==> src/rtl/stop_arb_pkg.sv <==
package stop_arb_pkg;
    typedef enum logic [1:0] {
        S_IDLE      = 2'd0,
        S_WAIT_RDY  = 2'd1,
        S_ACTIVE    = 2'd2,
        S_WAKE_HOLD = 2'd3
    } src_state_e;
endpackage

==> src/rtl/stop_src_fsm.sv <==
module stop_src_fsm
    import stop_arb_pkg::*;
(
    input  logic clk,
    input  logic rst_n,
    input  logic stop_mode,
    input  logic osc_ready,
    input  logic req,
    input  logic frame_done,
    input  logic wake_frame,
    output logic busy,
    output logic gate_en,
    output logic wake_evt
);
    src_state_e state_q, state_d;

    // state register
    always_ff @(posedge clk or negedge rst_n) begin
        if (!rst_n) state_q <= S_IDLE;
        else        state_q <= state_d;
    end

    // next-state logic
    always_comb begin
        state_d = state_q;
        if (!stop_mode) begin
            state_d = S_IDLE;                                  // T_EXIT
        end else begin
            unique case (state_q)
                S_IDLE:      if (req) state_d = S_WAIT_RDY;    // T_REQ
                S_WAIT_RDY: begin
                    if (!req)           state_d = S_IDLE;      // T_DROP
                    else if (osc_ready) state_d = S_ACTIVE;    // T_RDY
                end
                S_ACTIVE: begin
                    if (frame_done)
                        state_d = wake_frame ? S_WAKE_HOLD     // T_WAKE
                                             : S_IDLE;         // T_FRAME
                    else if (!req)
                        state_d = S_IDLE;                      // T_DROP
                end
                S_WAKE_HOLD: state_d = S_WAKE_HOLD;
                default:     state_d = S_IDLE;
            endcase
        end
    end

    // outputs
    always_comb begin
        busy     = (state_q != S_IDLE);
        gate_en  = (state_q == S_ACTIVE) || (state_q == S_WAKE_HOLD);
        wake_evt = stop_mode && (state_q == S_ACTIVE) && frame_done && wake_frame;
    end

    assert_gate_after_ready_R3: assert property (@(posedge clk) disable iff (!rst_n)
        $rose(gate_en) |-> $past(osc_ready) && $past(state_q == S_WAIT_RDY));

    assert_hold_sticky_R6: assert property (@(posedge clk) disable iff (!rst_n)
        (state_q == S_WAKE_HOLD && stop_mode) |=> (state_q == S_WAKE_HOLD));

    assert_exit_idle_R7: assert property (@(posedge clk) disable iff (!rst_n)
        !stop_mode |=> (state_q == S_IDLE));
endmodule

==> src/rtl/stop_osc_ctrl.sv <==
module stop_osc_ctrl #(
    parameter int N_SRC = 5
) (
    input  logic             clk,
    input  logic             rst_n,
    input  logic             stop_mode,
    input  logic [N_SRC-1:0] busy,
    input  logic [N_SRC-1:0] gates,
    input  logic [N_SRC-1:0] wake_evt,
    output logic             osc_en,
    output logic             sys_wake
);
    logic wake_q;

    always_ff @(posedge clk or negedge rst_n) begin
        if (!rst_n)          wake_q <= 1'b0;
        else if (!stop_mode) wake_q <= 1'b0;
        else if (|wake_evt)  wake_q <= 1'b1;
    end

    always_comb begin
        osc_en   = |busy;
        sys_wake = wake_q;
    end

    assert_gate_needs_osc_R2: assert property (@(posedge clk) disable iff (!rst_n)
        (|gates) |-> osc_en);

    assert_wake_latched_R6: assert property (@(posedge clk) disable iff (!rst_n)
        (sys_wake && stop_mode) |=> sys_wake);

    assert_wake_clear_R7: assert property (@(posedge clk) disable iff (!rst_n)
        !stop_mode |=> !sys_wake);
endmodule

==> src/rtl/stop_clk_arbiter.sv <==
module stop_clk_arbiter #(
    parameter int N_SRC = 5
) (
    input  logic             clk,
    input  logic             rst_n,
    input  logic             stop_mode,
    input  logic             osc_ready,
    input  logic [N_SRC-1:0] src_req,
    input  logic [N_SRC-1:0] src_frame_done,
    input  logic [N_SRC-1:0] src_wake_frame,
    output logic             osc_en,
    output logic [N_SRC-1:0] clk_gate_en,
    output logic             sys_wake
);
    logic [N_SRC-1:0] busy;
    logic [N_SRC-1:0] wake_evt;

    for (genvar i = 0; i < N_SRC; i++) begin : g_src
        stop_src_fsm u_fsm (
            .clk        (clk),
            .rst_n      (rst_n),
            .stop_mode  (stop_mode),
            .osc_ready  (osc_ready),
            .req        (src_req[i]),
            .frame_done (src_frame_done[i]),
            .wake_frame (src_wake_frame[i]),
            .busy       (busy[i]),
            .gate_en    (clk_gate_en[i]),
            .wake_evt   (wake_evt[i])
        );
    end

    stop_osc_ctrl #(.N_SRC(N_SRC)) u_osc (
        .clk       (clk),
        .rst_n     (rst_n),
        .stop_mode (stop_mode),
        .busy      (busy),
        .gates     (clk_gate_en),
        .wake_evt  (wake_evt),
        .osc_en    (osc_en),
        .sys_wake  (sys_wake)
    );

    assert_gate_only_req_R4: assert property (@(posedge clk) disable iff (!rst_n)
        $rose(clk_gate_en[0]) |-> $past(src_req[0]));

    assert_no_gate_outside_stop_R7: assert property (@(posedge clk) disable iff (!rst_n)
        !stop_mode |=> (clk_gate_en == '0) && !osc_en);
endmodule

==> config.mk <==
export PLATFORM = sky130hd
export DESIGN_NAME = stop_clk_arbiter
export DESIGN_NICKNAME = d
export VERILOG_FILES = /design/src/rtl/stop_arb_pkg.sv /design/src/rtl/stop_src_fsm.sv /design/src/rtl/stop_osc_ctrl.sv /design/src/rtl/stop_clk_arbiter.sv
export SDC_FILE = /design/constraint.sdc
export NUM_CORES = 1
export LEC_CHECK = 0
export ABC_CLOCK_PERIOD_IN_PS = 1100
export CAP_MARGIN = 20
export CORE_MARGIN = 4
export CORE_UTILIZATION = 40
export DETAILED_ROUTE_END_ITERATION = 6
export DONT_BUFFER_PORTS = 1
export GPL_TIMING_DRIVEN = 1
export SLEW_MARGIN = 20
export SYNTH_ARGS = -nofsm -noshare
export SYNTH_HDL_FRONTEND = slang
export SYNTH_SLANG_ARGS = --single-unit
==> constraint.sdc <==
create_clock -name clk -period 1.1 [get_ports clk]
set_input_delay 0.055 -clock clk [delete_from_list [all_inputs] [get_ports clk]]
set_output_delay 0.055 -clock clk [all_outputs]
set_load 0.005 [all_outputs]
==> results.txt <==
----------------------------------------------------
[Global route]
  Total track usage ... 16.02%
  Number of global-route vias before repair ... 753
  Initial antenna violation count ... 0
  First-pass GRT wire length ... 3284 µm
  Pin count of the biggest net entering global routing ... 13
  GRT Residual Overflow ... 0

[Placed design]
  Post-Place Cells ... 112
  Cell area after placement ... 819.5 µm²
  Quantity of I/O buffers inserted on ports ... 0
  Weighted congestion reported at the end of routability-driven placement ... 0.6787
  Dpl hpwl ... 1354 µm

[Final layout]
  Final-layout fill cell count ... 196
  Area added between synthesis and finish ... 25.69%
  Final standard cell count with taps included and fillers excluded ... 129
  Final layout net count ... 122
  Flip-flop and latch area ... 280.3 µm²
  Layout cell share with drive strength beyond 1 ... 35.29%
  Final design area excluding fillers ... 1022 µm²
  Multi-input gate area ... 504.2 µm²
  Final core utilization ... 52.64%
  Number of antenna cells inserted ... 0

[Synth]
  Mean area per synthesized cell ... 8.937 µm²
  Number of flip-flops and latches in the synthesized netlist ... 11
  Cell type with the largest total area after synthesis ... dfrtp_1
  Net count after synthesis ... 110
  Synth Cell Area ... 813.3 µm²
  Number of synthesis warnings ... 0
  Top cell type's share of synthesized area ... 33.85%
  Count of distinct cell types in the synthesized netlist ... 25
  Portion of the post-synthesis area used by sequential elements ... 33.85%
  Most area-consuming cells after synthesis ... dfrtp_1, a21oi_1, buf_4
  Post-synthesis cell count ... 91

[Floorplan]
  DIE WIDTH ... 53.09 µm
  Area of the core ... 1942 µm²
  Initial core utilization ... 41.88%
  Die height ... 53.09 µm
  Boundary Pins ... 26
  Die outline area ... 2819 µm²
  Row count ... 16

[Clock tree]
  Clk_lat worst skew ... 0.28 ns
  H-tree depth ... 1
  Clock-pin transition on the worst setup and hold timing paths ... 0.07 ns
  Buffer depth of the longest clock path ... 2
  Number of CTS-inserted buffers ... 3
  CTS Root Buffer Type ... clkbuf_4
  Clock sinks ... 11
  TritonCTS clock tree ... yes

[Power]
  Gate power share ... 25.8%
  Peak supply drop ... 0.0005926 V
  Standby leakage power ... 0.0004333 µW
  Fraction of power spent switching nets ... 29.68%
  Clock power share ... 28.3%
  Pwr Density ... 1001 nW/µm²
  Cell-internal power ... 719.9 µW
  Final Power ... 1024 µW
  Sequential power share ... 45.9%
  Sw Pwr ... 303.8 µW

[STA]
  Slew Limit Fails ... 0
  Clk_skew ... 0.005568 ns
  Worst-case headroom to the max-slew limit ... 64.63%
  Final critical path time including I/O delays and setup ... 1.180 ns
  Transition time at the pin with the least slew margin ... 0.5288 ns
  Setup Viol. Count Final ... 4
  Total negative slack ... -0.1534 ns
  Setup repair after global routing missed its margin ... true
  Total count of hold-check failures in the final report ... 1
  Fmax ... 847.8 MHz
  PnR worst setup slack ... -0.07956 ns
  Final hold slack ... -0.002382 ns
  Final Cycle Share ... 107.2%

[Hold path]
  Worst Hold Depth ... 2
  Path category of the worst min-delay check ... in2reg

[Drt]
  DRC violation count after routing ... 0
  DRT antenna net count ... 0
  Drt via density ... 5.643
  Via count ... 728
  Post-Route WL ... 2073 µm
  Number of violations reported at the end of detailed-routing iteration 0 ... 16
  First-pass detailed-route iteration total ... 5
  Mean routed wirelength per cell ... 16.07 µm

[Worst setup path]
  Crit path launch type ... register
  Cell at the slowest stage of the critical path ... dfrtp_1
  Data arrival time at the worst-slack endpoint ... 1.12 ns
  Classification of the worst setup path ... reg2out
  FF-to-FF path depth ... 4
  Cell chain of the critical path ... nor4_2 -> nand4_1
  Critical path capture point type ... output pin
  Required time at the worst-slack endpoint ... 1.04 ns
  Delay contributed by the slowest stage of the critical path ... 0.40 ns
  Critical path peak fanout ... 2

[Status]
  Failing checks ... negative hold slack, negative setup slack
  Result of the run ... complete, but fails checks

[Run]
  MaxCap Viol Count ... 0

----------------------------------------------------
-- cells in the final DEF (no fill, tap or decap) --
| cell | instances |
|---|---|
| nor4bb_4 | 1 |
| a21bo_2 | 4 |
| a21oi_1 | 8 |
| dlymetal6s4s_1 | 1 |
| nand4b_1 | 4 |
| dfrtp_2 | 4 |
| nor4_1 | 1 |
| a22oi_1 | 4 |
| a31oi_1 | 1 |
| nand4_1 | 2 |
| dfrtp_1 | 7 |
| a21o_1 | 4 |
| o31a_1 | 1 |
| mux2_2 | 4 |
| clkbuf_4 | 3 |
| a211oi_2 | 1 |
| buf_6 | 1 |
| and4b_1 | 1 |
| dlygate4sd3_1 | 7 |
| nand2_1 | 5 |
| nor2b_1 | 5 |
| nor2_1 | 9 |
| nor4bb_1 | 2 |
| nor3b_1 | 2 |
| a2111oi_2 | 1 |
| nand2b_1 | 1 |
| and2b_1 | 1 |
| clkinv_2 | 1 |
| nor4_2 | 3 |
| a21oi_2 | 2 |
| buf_4 | 11 |
-- synthesized netlist by cell type --
| library cell | number |
|---|---|
| a31oi_1 | 1 |
| buf_4 | 6 |
| nand4b_1 | 4 |
| mux2_2 | 4 |
| a21oi_1 | 10 |
| nor4_1 | 4 |
| dfrtp_1 | 11 |
| o31a_1 | 1 |
| and4b_1 | 1 |
| buf_2 | 1 |
| a21bo_2 | 4 |
| a2111oi_2 | 1 |
| buf_6 | 1 |
| nor2_1 | 9 |
| a211oi_1 | 1 |
| a22oi_1 | 4 |
| nand2b_1 | 1 |
| nand4_1 | 2 |
| nor4bb_1 | 3 |
| a21o_1 | 4 |
| nand2_1 | 5 |
| nor3b_1 | 2 |
| nor2b_1 | 5 |
| and2b_1 | 1 |
| clkbuf_1 | 5 |
-- path summary, 6_finish.rpt --
check                                                      startpoint                                     to  slack [ns]
worst min register to register             u_osc.sys_wake$_DFFE_PN0P_             u_osc.sys_wake$_DFFE_PN0P_        0.58
min in group asynchronous                                       rst_n  g_src[1].u_fsm.state_q[1]$_DFFE_PN0P_        0.18
worst max-delay path            g_src[3].u_fsm.state_q[0]$_DFFE_PN0P_                                 osc_en       -0.08
worst min-delay path                                        stop_mode  g_src[3].u_fsm.state_q[0]$_DFFE_PN0P_      -0.002
max in group asynchronous                                       rst_n  g_src[0].u_fsm.state_q[1]$_DFFE_PN0P_        0.53
worst max register to register  g_src[0].u_fsm.state_q[0]$_DFFE_PN0P_             u_osc.sys_wake$_DFFE_PN0P_       -0.03
-- routing by layer --
layer  track usage [%]  up-vias  wire length, µm
li1                  -      352                -
met1             21.01      343              874
met2             24.59       30              946
met3             5.634        3              225
met4             4.681        0               27
met5                 0        -                0
-- final cells by class --
class                           count  share of cell area (%)
Clock inverter                      1                  0.4896
Timing Repair Buffer               20                   17.26
Tap cell                           27                   3.305
Sequential cell                    11                   27.42
Multi-Input combinational cell     67                   49.33
Clock buffer                        3                   2.203
-- flip-flops by register name (all words and copies together), names as in the netlist --
name,count
u_osc.sys_wake,1
g_src.u_fsm.state_q,10
-- timing repair --
| action | 4_1_cts | 5_1_grt |
|---|---|---|
| hold endpoints to repair | 21 | 1 |
| gates resized for setup | 7 | 7 |
| pin swaps | 2 | 3 |
| hold buffers | 7 | 1 |
| buffers inserted | 5 | 0 |
| endpoints found under the setup margin | 2 | 8 |
-- stage by stage --
stage               setup slack [ns]  hold WS, ns
detailed placement          -0.02168      -0.2402
floorplan                    0.06950      -0.2406
global route                 -0.1565      0.01188
global placement             0.05335      -0.2402
CTS                         -0.07472     0.009363
finish                      -0.07956    -0.002382
-- logic make-up after synthesis --
group / share of synthesized area, %
AND/OR/NAND/NOR: 27.69
AO/OA/AOI/OAI: 23.08
buffers and inverters: 9.845
flip-flops: 33.85
multiplexers: 5.538
-- worst max-delay path: cells and delay by family (launching register included) --
kind	cells	cell delay [ns]
simple gates	2	0.45
flops	1	0.40
-- power groups by stage --
stage          Clock [µW]  Sequential [µW]  Combinational [µW]
2_1_floorplan           0              474                 153
3_3_place_gp            0              480                 166
3_5_place_dp            0              482                 171
4_1_cts               293              468                 246
5_1_grt               320              476                 294
6_report              290              470                 264
(Power assumes the default switching activity.)
